[config.mk]
export PLATFORM = sky130hd
export DESIGN_NAME = pci_tgt_decode
export DESIGN_NICKNAME = d
export VERILOG_FILES = /design/src/rtl/pci_tgt_decode_pkg.sv /design/src/rtl/ptd_cfg_regs.sv /design/src/rtl/ptd_bar_match.sv /design/src/rtl/ptd_range_sel.sv /design/src/rtl/pci_tgt_decode.sv
export SDC_FILE = /design/constraint.sdc
export NUM_CORES = 2
export LEC_CHECK = 0
export BUFFER_PORTS_ARGS = -buffer_cell sky130_fd_sc_hd__buf_2
export CAP_MARGIN = 20
export CORE_ASPECT_RATIO = 1.25
export CORE_MARGIN = 2
export CORE_UTILIZATION = 50
export DETAILED_ROUTE_END_ITERATION = 7
export GPL_ROUTABILITY_DRIVEN = 0
export PLACE_DENSITY_LB_ADDON = 0.2
export REMOVE_ABC_BUFFERS = 1
export SLEW_MARGIN = 20
export SYNTH_ARGS = -nofsm -noshare
export SYNTH_HDL_FRONTEND = slang
export SYNTH_SLANG_ARGS = --single-unit
[constraint.sdc]
create_clock -name clk -period 8.3 [get_ports clk]
set_input_delay 0.415 -clock clk [delete_from_list [all_inputs] [get_ports clk]]
set_output_delay 0.415 -clock clk [all_outputs]
set_load 0.01 [all_outputs]
[src/rtl/pci_tgt_decode_pkg.sv]
// Shared constants and helpers for the PCI target address decoder.
// Assumes a 32-bit configuration data word and 32-bit data lanes.
package pci_tgt_decode_pkg;

    localparam int          CFG_AW        = 8;
    localparam int          CFG_DW        = 32;
    localparam logic [7:0]  CMD_ADDR      = 8'h00;
    localparam logic [7:0]  CAUSE_ADDR    = 8'h01;
    localparam logic [7:0]  WIN_BASE_ADDR = 8'h10;
    localparam logic [7:0]  RGN_BASE_ADDR = 8'h80;
    localparam int          MISS_BIT      = 1;
    localparam int          MAP_LSB       = 8;

    // Reverse the four bytes of a data word.
    function automatic logic [31:0] flip_word(input logic [31:0] d);
        return {d[7:0], d[15:8], d[23:16], d[31:24]};
    endfunction

    // Reverse the byte enables the same way as the data bytes.
    function automatic logic [3:0] flip_be(input logic [3:0] be);
        return {be[0], be[1], be[2], be[3]};
    endfunction

endpackage

[src/rtl/ptd_cfg_regs.sv]
// Configuration storage for the decoder: command enables, sticky miss
// cause, per-window base/mask/attributes and per-region bounds.
// Assumes AW <= 32, NBAR <= 4 and NREG <= 24 so the address map and the
// attribute word hold every field.
module ptd_cfg_regs
    import pci_tgt_decode_pkg::*;
#(
    parameter int AW   = 32,
    parameter int NBAR = 2,
    parameter int NREG = 4
) (
    input  logic                           clk,
    input  logic                           rst_n,
    input  logic                           cfg_we,
    input  logic [CFG_AW-1:0]              cfg_addr,
    input  logic [CFG_DW-1:0]              cfg_wdata,
    input  logic                           miss_set,
    output logic                           io_en,
    output logic                           mem_en,
    output logic                           miss_irq,
    output logic [2*NBAR-1:0][AW-1:0]      win_base,
    output logic [2*NBAR-1:0][AW-1:0]      win_mask,
    output logic [2*NBAR-1:0]              win_en,
    output logic [2*NBAR-1:0]              win_io,
    output logic [2*NBAR-1:0][NREG-1:0]    win_map,
    output logic [NREG-1:0][AW-1:0]        rgn_lo,
    output logic [NREG-1:0][AW-1:0]        rgn_hi
);

    localparam int NWIN = 2 * NBAR;

    logic clr_hit;
    assign clr_hit = cfg_we && (cfg_addr == CAUSE_ADDR) && cfg_wdata[MISS_BIT];

    // Command register: space enables.
    always_ff @(posedge clk) begin
        if (!rst_n) begin
            io_en  <= 1'b0;
            mem_en <= 1'b0;
        end else if (cfg_we && cfg_addr == CMD_ADDR) begin
            io_en  <= cfg_wdata[0];
            mem_en <= cfg_wdata[1];
        end
    end

    // Sticky miss cause: a new miss wins over a write-one-to-clear.
    always_ff @(posedge clk) begin
        if (!rst_n)        miss_irq <= 1'b0;
        else if (miss_set) miss_irq <= 1'b1;
        else if (clr_hit)  miss_irq <= 1'b0;
    end

    for (genvar k = 0; k < NWIN; k++) begin : g_win
        localparam logic [7:0] A = WIN_BASE_ADDR + 8'(((k / NBAR) * 16) + ((k % NBAR) * 4));
        logic [AW-1:0]   base_q, mask_q;
        logic            en_q, io_q;
        logic [NREG-1:0] map_q;

        // Per-window base, mask and attribute registers.
        always_ff @(posedge clk) begin
            if (!rst_n) begin
                base_q <= '0;
                mask_q <= '0;
                en_q   <= 1'b0;
                io_q   <= 1'b0;
                map_q  <= '0;
            end else if (cfg_we) begin
                if (cfg_addr == A)        base_q <= cfg_wdata[AW-1:0];
                if (cfg_addr == A + 8'd1) mask_q <= cfg_wdata[AW-1:0];
                if (cfg_addr == A + 8'd2) begin
                    en_q  <= cfg_wdata[0];
                    io_q  <= cfg_wdata[1];
                    map_q <= cfg_wdata[MAP_LSB +: NREG];
                end
            end
        end

        assign win_base[k] = base_q;
        assign win_mask[k] = mask_q;
        assign win_en[k]   = en_q;
        assign win_io[k]   = io_q;
        assign win_map[k]  = map_q;
    end

    for (genvar r = 0; r < NREG; r++) begin : g_rgn
        localparam logic [7:0] A = RGN_BASE_ADDR + 8'(2 * r);
        logic [AW-1:0] lo_q, hi_q;

        // Per-region inclusive boundary registers.
        always_ff @(posedge clk) begin
            if (!rst_n) begin
                lo_q <= '0;
                hi_q <= '0;
            end else if (cfg_we) begin
                if (cfg_addr == A)        lo_q <= cfg_wdata[AW-1:0];
                if (cfg_addr == A + 8'd1) hi_q <= cfg_wdata[AW-1:0];
            end
        end

        assign rgn_lo[r] = lo_q;
        assign rgn_hi[r] = hi_q;
    end

endmodule

[src/rtl/ptd_bar_match.sv]
// First decode stage: masked compare of the address against every window,
// gated by window enable, space type and command enable; lowest index wins.
// Assumes plain windows occupy indices below NBAR and swap windows above.
module ptd_bar_match #(
    parameter int AW     = 32,
    parameter int NBAR   = 2,
    parameter int BIDX_W = 2
) (
    input  logic                      addr_is_io,
    input  logic [AW-1:0]             addr,
    input  logic                      io_en,
    input  logic                      mem_en,
    input  logic [2*NBAR-1:0][AW-1:0] win_base,
    input  logic [2*NBAR-1:0][AW-1:0] win_mask,
    input  logic [2*NBAR-1:0]         win_en,
    input  logic [2*NBAR-1:0]         win_io,
    output logic                      claim,
    output logic                      swap,
    output logic [BIDX_W-1:0]         win_idx
);

    localparam int                NWIN       = 2 * NBAR;
    localparam logic [BIDX_W-1:0] FIRST_SWAP = BIDX_W'(NBAR);

    logic [NWIN-1:0] hit;
    logic            space_on;

    assign space_on = addr_is_io ? io_en : mem_en;

    for (genvar k = 0; k < NWIN; k++) begin : g_cmp
        assign hit[k] = win_en[k] && (win_io[k] == addr_is_io) &&
                        ((addr & win_mask[k]) == (win_base[k] & win_mask[k]));
    end

    // Priority pick of the lowest hitting window.
    always_comb begin
        win_idx = '0;
        for (int k = NWIN - 1; k >= 0; k--) begin
            if (hit[k]) win_idx = BIDX_W'(k);
        end
    end

    assign claim = space_on && (|hit);
    assign swap  = claim && (win_idx >= FIRST_SWAP);

endmodule

[src/rtl/ptd_range_sel.sv]
// Second decode stage: inclusive low/high compare per region, filtered by
// the winning window's region map; lowest region index wins.
module ptd_range_sel #(
    parameter int AW     = 32,
    parameter int NREG   = 4,
    parameter int RIDX_W = 2
) (
    input  logic [AW-1:0]            addr,
    input  logic [NREG-1:0]          allow,
    input  logic [NREG-1:0][AW-1:0]  rgn_lo,
    input  logic [NREG-1:0][AW-1:0]  rgn_hi,
    output logic                     sub_hit,
    output logic [RIDX_W-1:0]        rgn_idx
);

    logic [NREG-1:0] in_rng;

    for (genvar r = 0; r < NREG; r++) begin : g_rng
        assign in_rng[r] = allow[r] && (addr >= rgn_lo[r]) && (addr <= rgn_hi[r]);
    end

    // Priority pick of the lowest matching region.
    always_comb begin
        rgn_idx = '0;
        for (int r = NREG - 1; r >= 0; r--) begin
            if (in_rng[r]) rgn_idx = RIDX_W'(r);
        end
    end

    assign sub_hit = |in_rng;

endmodule

[src/rtl/pci_tgt_decode.sv]
// Two-stage PCI target address decoder. Each valid request is decoded
// combinationally and its result is registered, appearing one cycle later.
// A claimed request with no region match raises the sticky miss interrupt.
// Assumes AW <= 32, NBAR <= 4 and NREG <= 24.
module pci_tgt_decode
    import pci_tgt_decode_pkg::*;
#(
    parameter int AW     = 32,
    parameter int NBAR   = 2,
    parameter int NREG   = 4,
    parameter int RIDX_W = (NREG > 1) ? $clog2(NREG) : 1
) (
    input  logic              clk,
    input  logic              rst_n,
    input  logic              cfg_we,
    input  logic [7:0]        cfg_addr,
    input  logic [31:0]       cfg_wdata,
    input  logic              req_valid,
    input  logic [AW-1:0]     req_addr,
    input  logic              req_is_io,
    input  logic              req_write,
    input  logic [3:0]        req_be,
    input  logic [31:0]       req_wdata,
    output logic              o_valid,
    output logic              o_claim,
    output logic              o_swap,
    output logic              o_sub_hit,
    output logic [RIDX_W-1:0] o_region,
    output logic              o_fwd,
    output logic              o_write,
    output logic [3:0]        o_be,
    output logic [31:0]       o_data,
    output logic              o_miss_irq
);

    localparam int NWIN   = 2 * NBAR;
    localparam int BIDX_W = (NWIN > 1) ? $clog2(NWIN) : 1;

    logic                      io_en, mem_en;
    logic [NWIN-1:0][AW-1:0]   win_base, win_mask;
    logic [NWIN-1:0]           win_en, win_io;
    logic [NWIN-1:0][NREG-1:0] win_map;
    logic [NREG-1:0][AW-1:0]   rgn_lo, rgn_hi;

    logic                      claim_c, swap_c, sub_c;
    logic [BIDX_W-1:0]         win_idx;
    logic [RIDX_W-1:0]         rgn_c;
    logic                      miss_set;

    ptd_cfg_regs #(.AW(AW), .NBAR(NBAR), .NREG(NREG)) u_cfg (
        .clk      (clk),
        .rst_n    (rst_n),
        .cfg_we   (cfg_we),
        .cfg_addr (cfg_addr),
        .cfg_wdata(cfg_wdata),
        .miss_set (miss_set),
        .io_en    (io_en),
        .mem_en   (mem_en),
        .miss_irq (o_miss_irq),
        .win_base (win_base),
        .win_mask (win_mask),
        .win_en   (win_en),
        .win_io   (win_io),
        .win_map  (win_map),
        .rgn_lo   (rgn_lo),
        .rgn_hi   (rgn_hi)
    );

    ptd_bar_match #(.AW(AW), .NBAR(NBAR), .BIDX_W(BIDX_W)) u_bar (
        .addr_is_io(req_is_io),
        .addr      (req_addr),
        .io_en     (io_en),
        .mem_en    (mem_en),
        .win_base  (win_base),
        .win_mask  (win_mask),
        .win_en    (win_en),
        .win_io    (win_io),
        .claim     (claim_c),
        .swap      (swap_c),
        .win_idx   (win_idx)
    );

    ptd_range_sel #(.AW(AW), .NREG(NREG), .RIDX_W(RIDX_W)) u_rng (
        .addr   (req_addr),
        .allow  (win_map[win_idx]),
        .rgn_lo (rgn_lo),
        .rgn_hi (rgn_hi),
        .sub_hit(sub_c),
        .rgn_idx(rgn_c)
    );

    assign miss_set = req_valid && claim_c && !sub_c;

    // Result register: decode outcome plus lane-adjusted data and enables.
    always_ff @(posedge clk) begin
        if (!rst_n) begin
            o_valid   <= 1'b0;
            o_claim   <= 1'b0;
            o_swap    <= 1'b0;
            o_sub_hit <= 1'b0;
            o_region  <= '0;
            o_fwd     <= 1'b0;
            o_write   <= 1'b0;
            o_be      <= '0;
            o_data    <= '0;
        end else begin
            o_valid   <= req_valid;
            o_claim   <= req_valid && claim_c;
            o_swap    <= req_valid && swap_c;
            o_sub_hit <= req_valid && claim_c && sub_c;
            o_region  <= (req_valid && claim_c && sub_c) ? rgn_c : '0;
            o_fwd     <= req_valid && claim_c && sub_c;
            o_write   <= req_valid && req_write;
            o_be      <= swap_c ? flip_be(req_be) : req_be;
            o_data    <= swap_c ? flip_word(req_wdata) : req_wdata;
        end
    end

endmodule

# [Word-level counts from Yosys, hierarchy flattened]
# Cells that the tools add are included.
[totals] word_cells=156 register_bits=582 output_inout_bits=45 input_bits=114
[classes] muxes=14 n_reduce_logical=53 n_bitwise=10 n_lt_le_gt_ge=10 eq_ne=29
[op_table] cell="32-bit AND" count=8
[op_table] cell="32-bit equality test" count=4
[op_table] cell="32-bit >= comparator" count=4
[op_table] cell="32-bit less-or-equal comparator" count=4
[op_table] cell="8-bit equality test (second input constant)" count=8
[op_table] cell="8-bit by 5-bit equality test with 1-bit output (second input constant)" count=6
[op_table] cell="8-bit by 6-bit equality test with 1-bit output (second input constant)" count=6
[op_table] cell="2-bit AND reduction" count=20
[op_table] cell="32-bit two-way mux" count=1
[op_table] cell="1-bit logical AND" count=26
[op_table] cell="2-bit two-way mux" count=6
[op_table] cell="4-bit OR reduction" count=3
[op_table] cell="4-bit binary-select mux with 2-bit select" count=1
[op_table] cell="8-bit by 1-bit equality test with 1-bit output (second input constant)" count=1
[op_table] cell="8-bit zero test" count=1
[op_table] cell="4-bit two-way mux" count=2
[op_table] cell="1-bit equality test" count=4
[op_table] cell="1-bit two-way mux" count=4
[op_table] cell="2-bit by 3-bit < comparator with 1-bit output (second input constant)" count=1
[op_table] cell="3-bit OR reduction" count=1
[op_table] cell="2-bit >= comparator (second input constant)" count=1
[op_table] cell="1-bit inverter" count=2
[op_table] cell="2-bit nonzero test" count=1
[op_table] cell="1-bit zero test" count=1

# [Depth between registers and ports, before layout]
[logic_depth] word_depth=15 mapped_depth=12

# [Hierarchy]
# A second synthesis with hierarchy kept.
[unflattened] cells_unflattened=3103 area_unflattened_um2=29405.7
[modules_own_cells] mod="ptd_cfg_regs" cells_each=1848 area_each_um2=19344.8 seq_area_each_um2=10790.3 n_inst=1
[modules_own_cells] mod="ptd_range_sel" cells_each=895 area_each_um2=6508.7 seq_area_each_um2=0.0 n_inst=1
[modules_own_cells] mod="ptd_bar_match" cells_each=223 area_each_um2=1868.0 seq_area_each_um2=0.0 n_inst=1
[modules_own_cells] mod="pci_tgt_decode" cells_each=137 area_each_um2=1684.1 seq_area_each_um2=860.8 n_inst=1

# [Least setup slack after synthesis]
# Ideal clock, no wire load.
[synth_timing] path_kind="input -> register" start="input port req_addr[0]" end="register o_fwd" arrival_ps=2910 cell_stages=12 n_path_buf=1 t_required_ps=8180 slack_ps=5271 setup_ps=120 path_cell_list="buf_6 > inv_1 > ha_1 > nand2b_1 > a2111oi_0 > a2111oi_0 > or4_1 > a21oi_1 > a22oi_1 > and3b_1 > or3_4 > o31a_1"
[synth_via] elab_chain_len=13 elab_cells_between_ends=39 cone_classes="order compare: 8; eq/ne: 4; mux: 6; bitwise: 4; reduce/logical: 17"
[synth_rtl] item="start: declaration" line="pci_tgt_decode.sv:19" text="input logic [AW-1:0] req_addr,"
[synth_rtl] item="32-bit AND" line="ptd_bar_match.sv:32" text="((addr & win_mask[k]) == (win_base[k] & win_mask[k]));"
[synth_rtl] item="32-bit equality test" line="ptd_bar_match.sv:32"
[synth_rtl] item="1-bit logical AND" line="ptd_bar_match.sv:31" text="assign hit[k] = win_en[k] && (win_io[k] == addr_is_io) &&"
[synth_rtl] item="2-bit two-way mux (4 in a row)" line="ptd_bar_match.sv:39" text="if (hit[k]) win_idx = BIDX_W'(k);"
[synth_rtl] item="4-bit binary-select mux with 2-bit select" line="pci_tgt_decode.sv:85" text=".allow (win_map[win_idx]),"
[synth_rtl] item="4-bit two-way mux (not written as such)" line="pci_tgt_decode.sv:85"
[synth_rtl] item="1-bit logical AND (2 in a row)" line="ptd_range_sel.sv:19" text="assign in_rng[r] = allow[r] && (addr >= rgn_lo[r]) && (addr <= rgn_hi[r]);"
[synth_rtl] item="4-bit OR reduction" line="ptd_range_sel.sv:30" text="assign sub_hit = |in_rng;"
[synth_rtl] item="1-bit logical AND (*)" line="pci_tgt_decode.sv:112" text="o_fwd <= req_valid && claim_c && sub_c;"
[synth_rtl] item="end signal: assignment" line="pci_tgt_decode.sv:112"
[synth_rtl] item="end: declaration" line="pci_tgt_decode.sv:29" text="output logic o_fwd,"
# Every way passes the cells marked *; elsewhere a longest branch is shown, timed or not. The select of a mux whose other input is x is not followed.
# A chain may end at the register's enable or synchronous reset.

# [Final worst setup path]
[layout_timing] start="register u_cfg.g_rgn[2].hi_q[28]" end="register o_region[1]"
[layout_via] elab_chain_len=6 elab_cells_between_ends=7 cone_classes="order compare: 1; mux: 1; bitwise: 1; reduce/logical: 4"
[layout_rtl] item="start: declaration" line="ptd_cfg_regs.sv:87" text="logic [AW-1:0] lo_q, hi_q;"
[layout_rtl] item="start signal: assignment" line="ptd_cfg_regs.sv:96" text="if (cfg_addr == A + 8'd1) hi_q <= cfg_wdata[AW-1:0];"
[layout_rtl] item="32-bit less-or-equal comparator (*)" line="ptd_range_sel.sv:19"
[layout_rtl] item="1-bit logical AND (*)" line="ptd_range_sel.sv:19"
[layout_rtl] item="4-bit OR reduction" line="ptd_range_sel.sv:30"
[layout_rtl] item="1-bit logical AND" line="pci_tgt_decode.sv:111" text="o_region <= (req_valid && claim_c && sub_c) ? rgn_c : '0;"
[layout_rtl] item="1-bit inverter (no source line)"
[layout_rtl] item="4-bit OR reduction (no source line)"
[layout_rtl] item="end signal: assignment" line="pci_tgt_decode.sv:111"
[layout_rtl] item="end: declaration" line="pci_tgt_decode.sv:28" text="output logic [RIDX_W-1:0] o_region,"
# Every way passes the cells marked *; elsewhere a longest branch is shown, timed or not.

==> reports/qor.csv <==
stage,metric,value,unit
status,outcome,"finished, final reports clean",
setup_path,critPathKind,reg -> reg,
global_routing,gr-total-overflow,0,
timing,skew,8.99,ps
final_layout,antenna_cells,0,
timing,tightest_slew,1240,ps
timing,fmax,291,MHz
yosys,netlist_top_cells_area,"dfxtp_1 38%, nand2_1 15%, a21boi_0 14%",
power_and_ir_drop,power_per_cell_area,178,nW/µm²
power_and_ir_drop,power.share.sequential,0.465,
setup_path,r2r_cells,10,
yosys,synth_area,30800,µm²
worst_hold_path,hp-start,req_wdata[19],
timing,slew_viol_final,0,
yosys,syn_avg_cell_area,7.96,µm²
timing,holdWs,39.4,ps
yosys,synth_top_area_share,0.379,
yosys,ys_seq_area_frac,0.379,
yosys,synthArstFlopShare,0,
clock_network,cts_root_buf,clkbuf_16,
yosys,synth_top_family_by_area,compound AO/OA/AOI/OAI gates,
global_routing,grt_max_degree,128,
clock_network,cts_sinks,582,
final_layout,fin_nets,4242,
power_and_ir_drop,p_sw,1.52,mW
yosys,synth_top_cell_by_area,dfxtp_1,
timing,rsz0062_at_grt,no,
yosys,synthAdderAreaFrac,0.104,
clock_network,clock_latency,640,ps
setup_path,cp_slowest_cell,nor4_1,
yosys,synthMuxAreaShare,0.000691,
clock_network,path_clk_slew,60,ps
yosys,ys.flop_type,dfxtp_1,
worst_hold_path,worst_hold_path.endpoint,o_data[19]$_SDFF_PN0_,
worst_hold_path,hold_depth,3,
yosys,synth_xor_area_frac,0.0378,
setup_path,worstPathMaxFanout,3,
yosys,synth.cells.most_frequent,"1194 x nand2_1, 582 x dfxtp_1, 574 x a21boi_0, 256 x ha_1, 256 x inv_1",
timing,finalSetupTns,0,ps
run,max_cap_violations,0,
detailed_routing,wirelength,101000,µm
yosys,ys_ff_latch,582,
clock_network,cts_max_level,2,
setup_path,rr_endpoint,o_region[1]$_SDFF_PP0_,
floorplanning,die_x,226,µm
placed_design,post-dp-hpwl,66600,µm
setup_path,startpoint_type,flip-flop,
timing,finalCritPeriodShare,0.413,
placed_design,placed_cell_area,32000,µm²
yosys,synth_compound_area_frac,0.218,
timing,relSlewSlack,0.163,
yosys,yosysUniqueCellTypes,75,
setup_path,max_stage_delay,780,ps
yosys,synthSimpleGateAreaFrac,0.198,
power_and_ir_drop,irDropWorstVdd,0.159,mV
placed_design,port-buffer-count,158,
detailed_routing,drc,0,
final_layout,design_area,33900,µm²
floorplanning,core_area,60800,µm²
yosys,synthCells,3864,
yosys,synth_edf_count,0,
power_and_ir_drop,power_frac_comb,0.084,
power_and_ir_drop,clockPowerShare,0.452,
timing,hold_violations,0,
setup_path,end_kind,flip-flop,
timing,layout_min_cycle_time,3430,ps
detailed_routing,wl_per_cell,21.4,µm
clock_network,cts_buffers,60,
floorplanning,die_area,63500,µm²
power_and_ir_drop,power.static_leakage,12.1,nW
final_layout,syn_to_final_growth,10.4,%
setup_path,path_cells,inv_1 -> ha_1 -> a2111oi_0 -> a21oi_1 -> nor4_1 -> o311a_1 -> o22ai_1 -> o32ai_1 -> or3_4 -> nor4b_1,
floorplanning,io_pins,159,
final_layout,drive_above_1_share,0.0806,
floorplanning,row_count,101,
floorplanning,initial_utilization,0.506,
detailed_routing,drt-initial-drc-count,2310,
clock_network,cts_tree,done,
clock_network,postCtsSetupBuffers,0,
yosys,ys_warn_count,0,
detailed_routing,route.vias.total,26700,
detailed_routing,drt_first_pass_iters,5,
setup_path,required,8830,ps
timing,setup_viol,0,
floorplanning,die_h,281,µm
global_routing,grt_pass1_vias,24900,
yosys,synth.most_common_cell,nand2_1,
setup_path,rr_startpoint,u_cfg.g_rgn[2].hi_q[28]$_SDFFE_PN0P_,
global_routing,grt_pass1_wl,152000,µm
setup_path,rrSetupSlack,4870,ps
setup_path,worstPathArrival,3960,ps
global_routing,grt_use_total,0.316,
global_routing,antenna_found_initial,2,
detailed_routing,vias_per_cell,5.63,
clock_network,cts_buffer_depth,3,
power_and_ir_drop,p_int,4.53,mW
worst_hold_path,hp-class,in -> reg,
power_and_ir_drop,sw_frac_of_total,0.251,
detailed_routing,ant_nets,0,
## worst max-delay path by stage
stage,startpoint,end,cells after the start
global placement,req_addr[28],o_region[1]$_SDFF_PP0_,10
CTS,u_cfg.g_rgn[2].hi_q[28]$_SDFFE_PN0P_,o_region[1]$_SDFF_PP0_,10
floorplan,cfg_addr[7],u_cfg.g_win[3].base_q[0]$_SDFFE_PN0P_,5
detailed placement,req_addr[28],o_region[1]$_SDFF_PP0_,10
global route,u_cfg.g_rgn[2].hi_q[28]$_SDFFE_PN0P_,o_region[1]$_SDFF_PP0_,10
finish,u_cfg.g_rgn[2].hi_q[28]$_SDFFE_PN0P_,o_region[1]$_SDFF_PP0_,10
## power groups by stage
| stage | sequential (mW) | combinational (mW) | clock (mW) |
|---|---|---|---|
| 6_report | 2.81 | 0.505 | 2.73 |
| 5_1_grt | 2.81 | 0.542 | 2.87 |
| 4_1_cts | 2.81 | 0.499 | 2.76 |
| 3_5_place_dp | 2.87 | 0.495 | 0 |
| 3_3_place_gp | 2.87 | 0.493 | 0 |
| 2_1_floorplan | 2.88 | 0.200 | 0 |
## routing by layer
| metal | GRT usage | up-vias | share of wire |
|---|---|---|---|
| li1 | - | 12900 | - |
| met1 | 0.406 | 12600 | 0.42 |
| met2 | 0.517 | 956 | 0.45 |
| met3 | 0.0490 | 237 | 0.069 |
| met4 | 0.154 | 0 | 0.055 |
| met5 | 0 | - | 0 |
## worst max-delay path: cells and delay by family (launching register included)
kind / cells / cell delay, ps
AO/OA/AOI/OAI: 5 / 1430
adder cells (fa/ha/maj): 1 / 290
buffers and inverters: 1 / 50
flip-flops: 1 / 320
AND/OR/NAND/NOR: 3 / 1220
## kinds of logic after synthesis
logic type / Yosys count
compound gates: 914
xor+xnor: 132
fa+ha+maj: 256
buf+inv: 513
flops: 582
mux: 2
simple gates: 1465
## repair_timing
action	in CTS	in global routing
hold buffers	2	0
resized for setup	0	0
hold endpoints to repair	1	0
## cell type report
| class | count | area, µm² |
|---|---|---|
| Tap cell | 824 | 1030 |
| Clock buffer | 92 | 1740 |
| Timing Repair Buffer | 203 | 1150 |
| Fill cell | 5728 | 26800 |
| Sequential cell | 582 | 11700 |
| Clock inverter | 17 | 199 |
| Inverter | 256 | 961 |
| Multi-Input combinational cell | 2769 | 17200 |
## sequential cells by signal (all words and copies together) (netlist names), 4 cells and up
name and flops:
u_cfg.g_rgn.lo_q 128, u_cfg.g_win.mask_q 128, u_cfg.g_win.map_q 16, u_cfg.g_win.base_q 128, u_cfg.g_win.en_q 4, u_cfg.g_win.io_q 4, o_be 4, u_cfg.g_rgn.hi_q 128
o_data 32
## placed cells by master, fill, tap and decap left out, types with 6 or more instances in the layout
cell / n
ha_1: 256
nor2_1: 32
clkbuf_16: 62
nand3_1: 53
dfxtp_1: 582
a211oi_1: 11
and2_1: 18
xor2_1: 127
nor2b_1: 13
inv_1: 256
a22oi_1: 84
buf_4: 42
o21a_1: 6
a22o_1: 11
nand2b_1: 13
a221oi_1: 12
nand4_1: 73
a21oi_1: 72
o21ai_0: 42
clkbuf_8: 8
a21o_1: 50
a21boi_0: 574
clkinv_2: 11
and3_1: 13
o211ai_1: 7
buf_2: 157
a2111oi_0: 6
nor3_1: 13
nor4_1: 13
nand2_1: 1192
clkbuf_1: 22
## per-stage QoR
stage	setup slack, ps	power (mW)	util	cells
floorplan	4940	3.08	-	3607
CTS	4890	6.07	0.558	4742
global route	4740	6.22	0.559	4743
finish	4870	6.05	0.559	4743
global placement	4460	3.37	0.526	4631
detailed placement	4420	3.37	0.526	4631
Note: power is estimated with default switching activity, not from simulation.
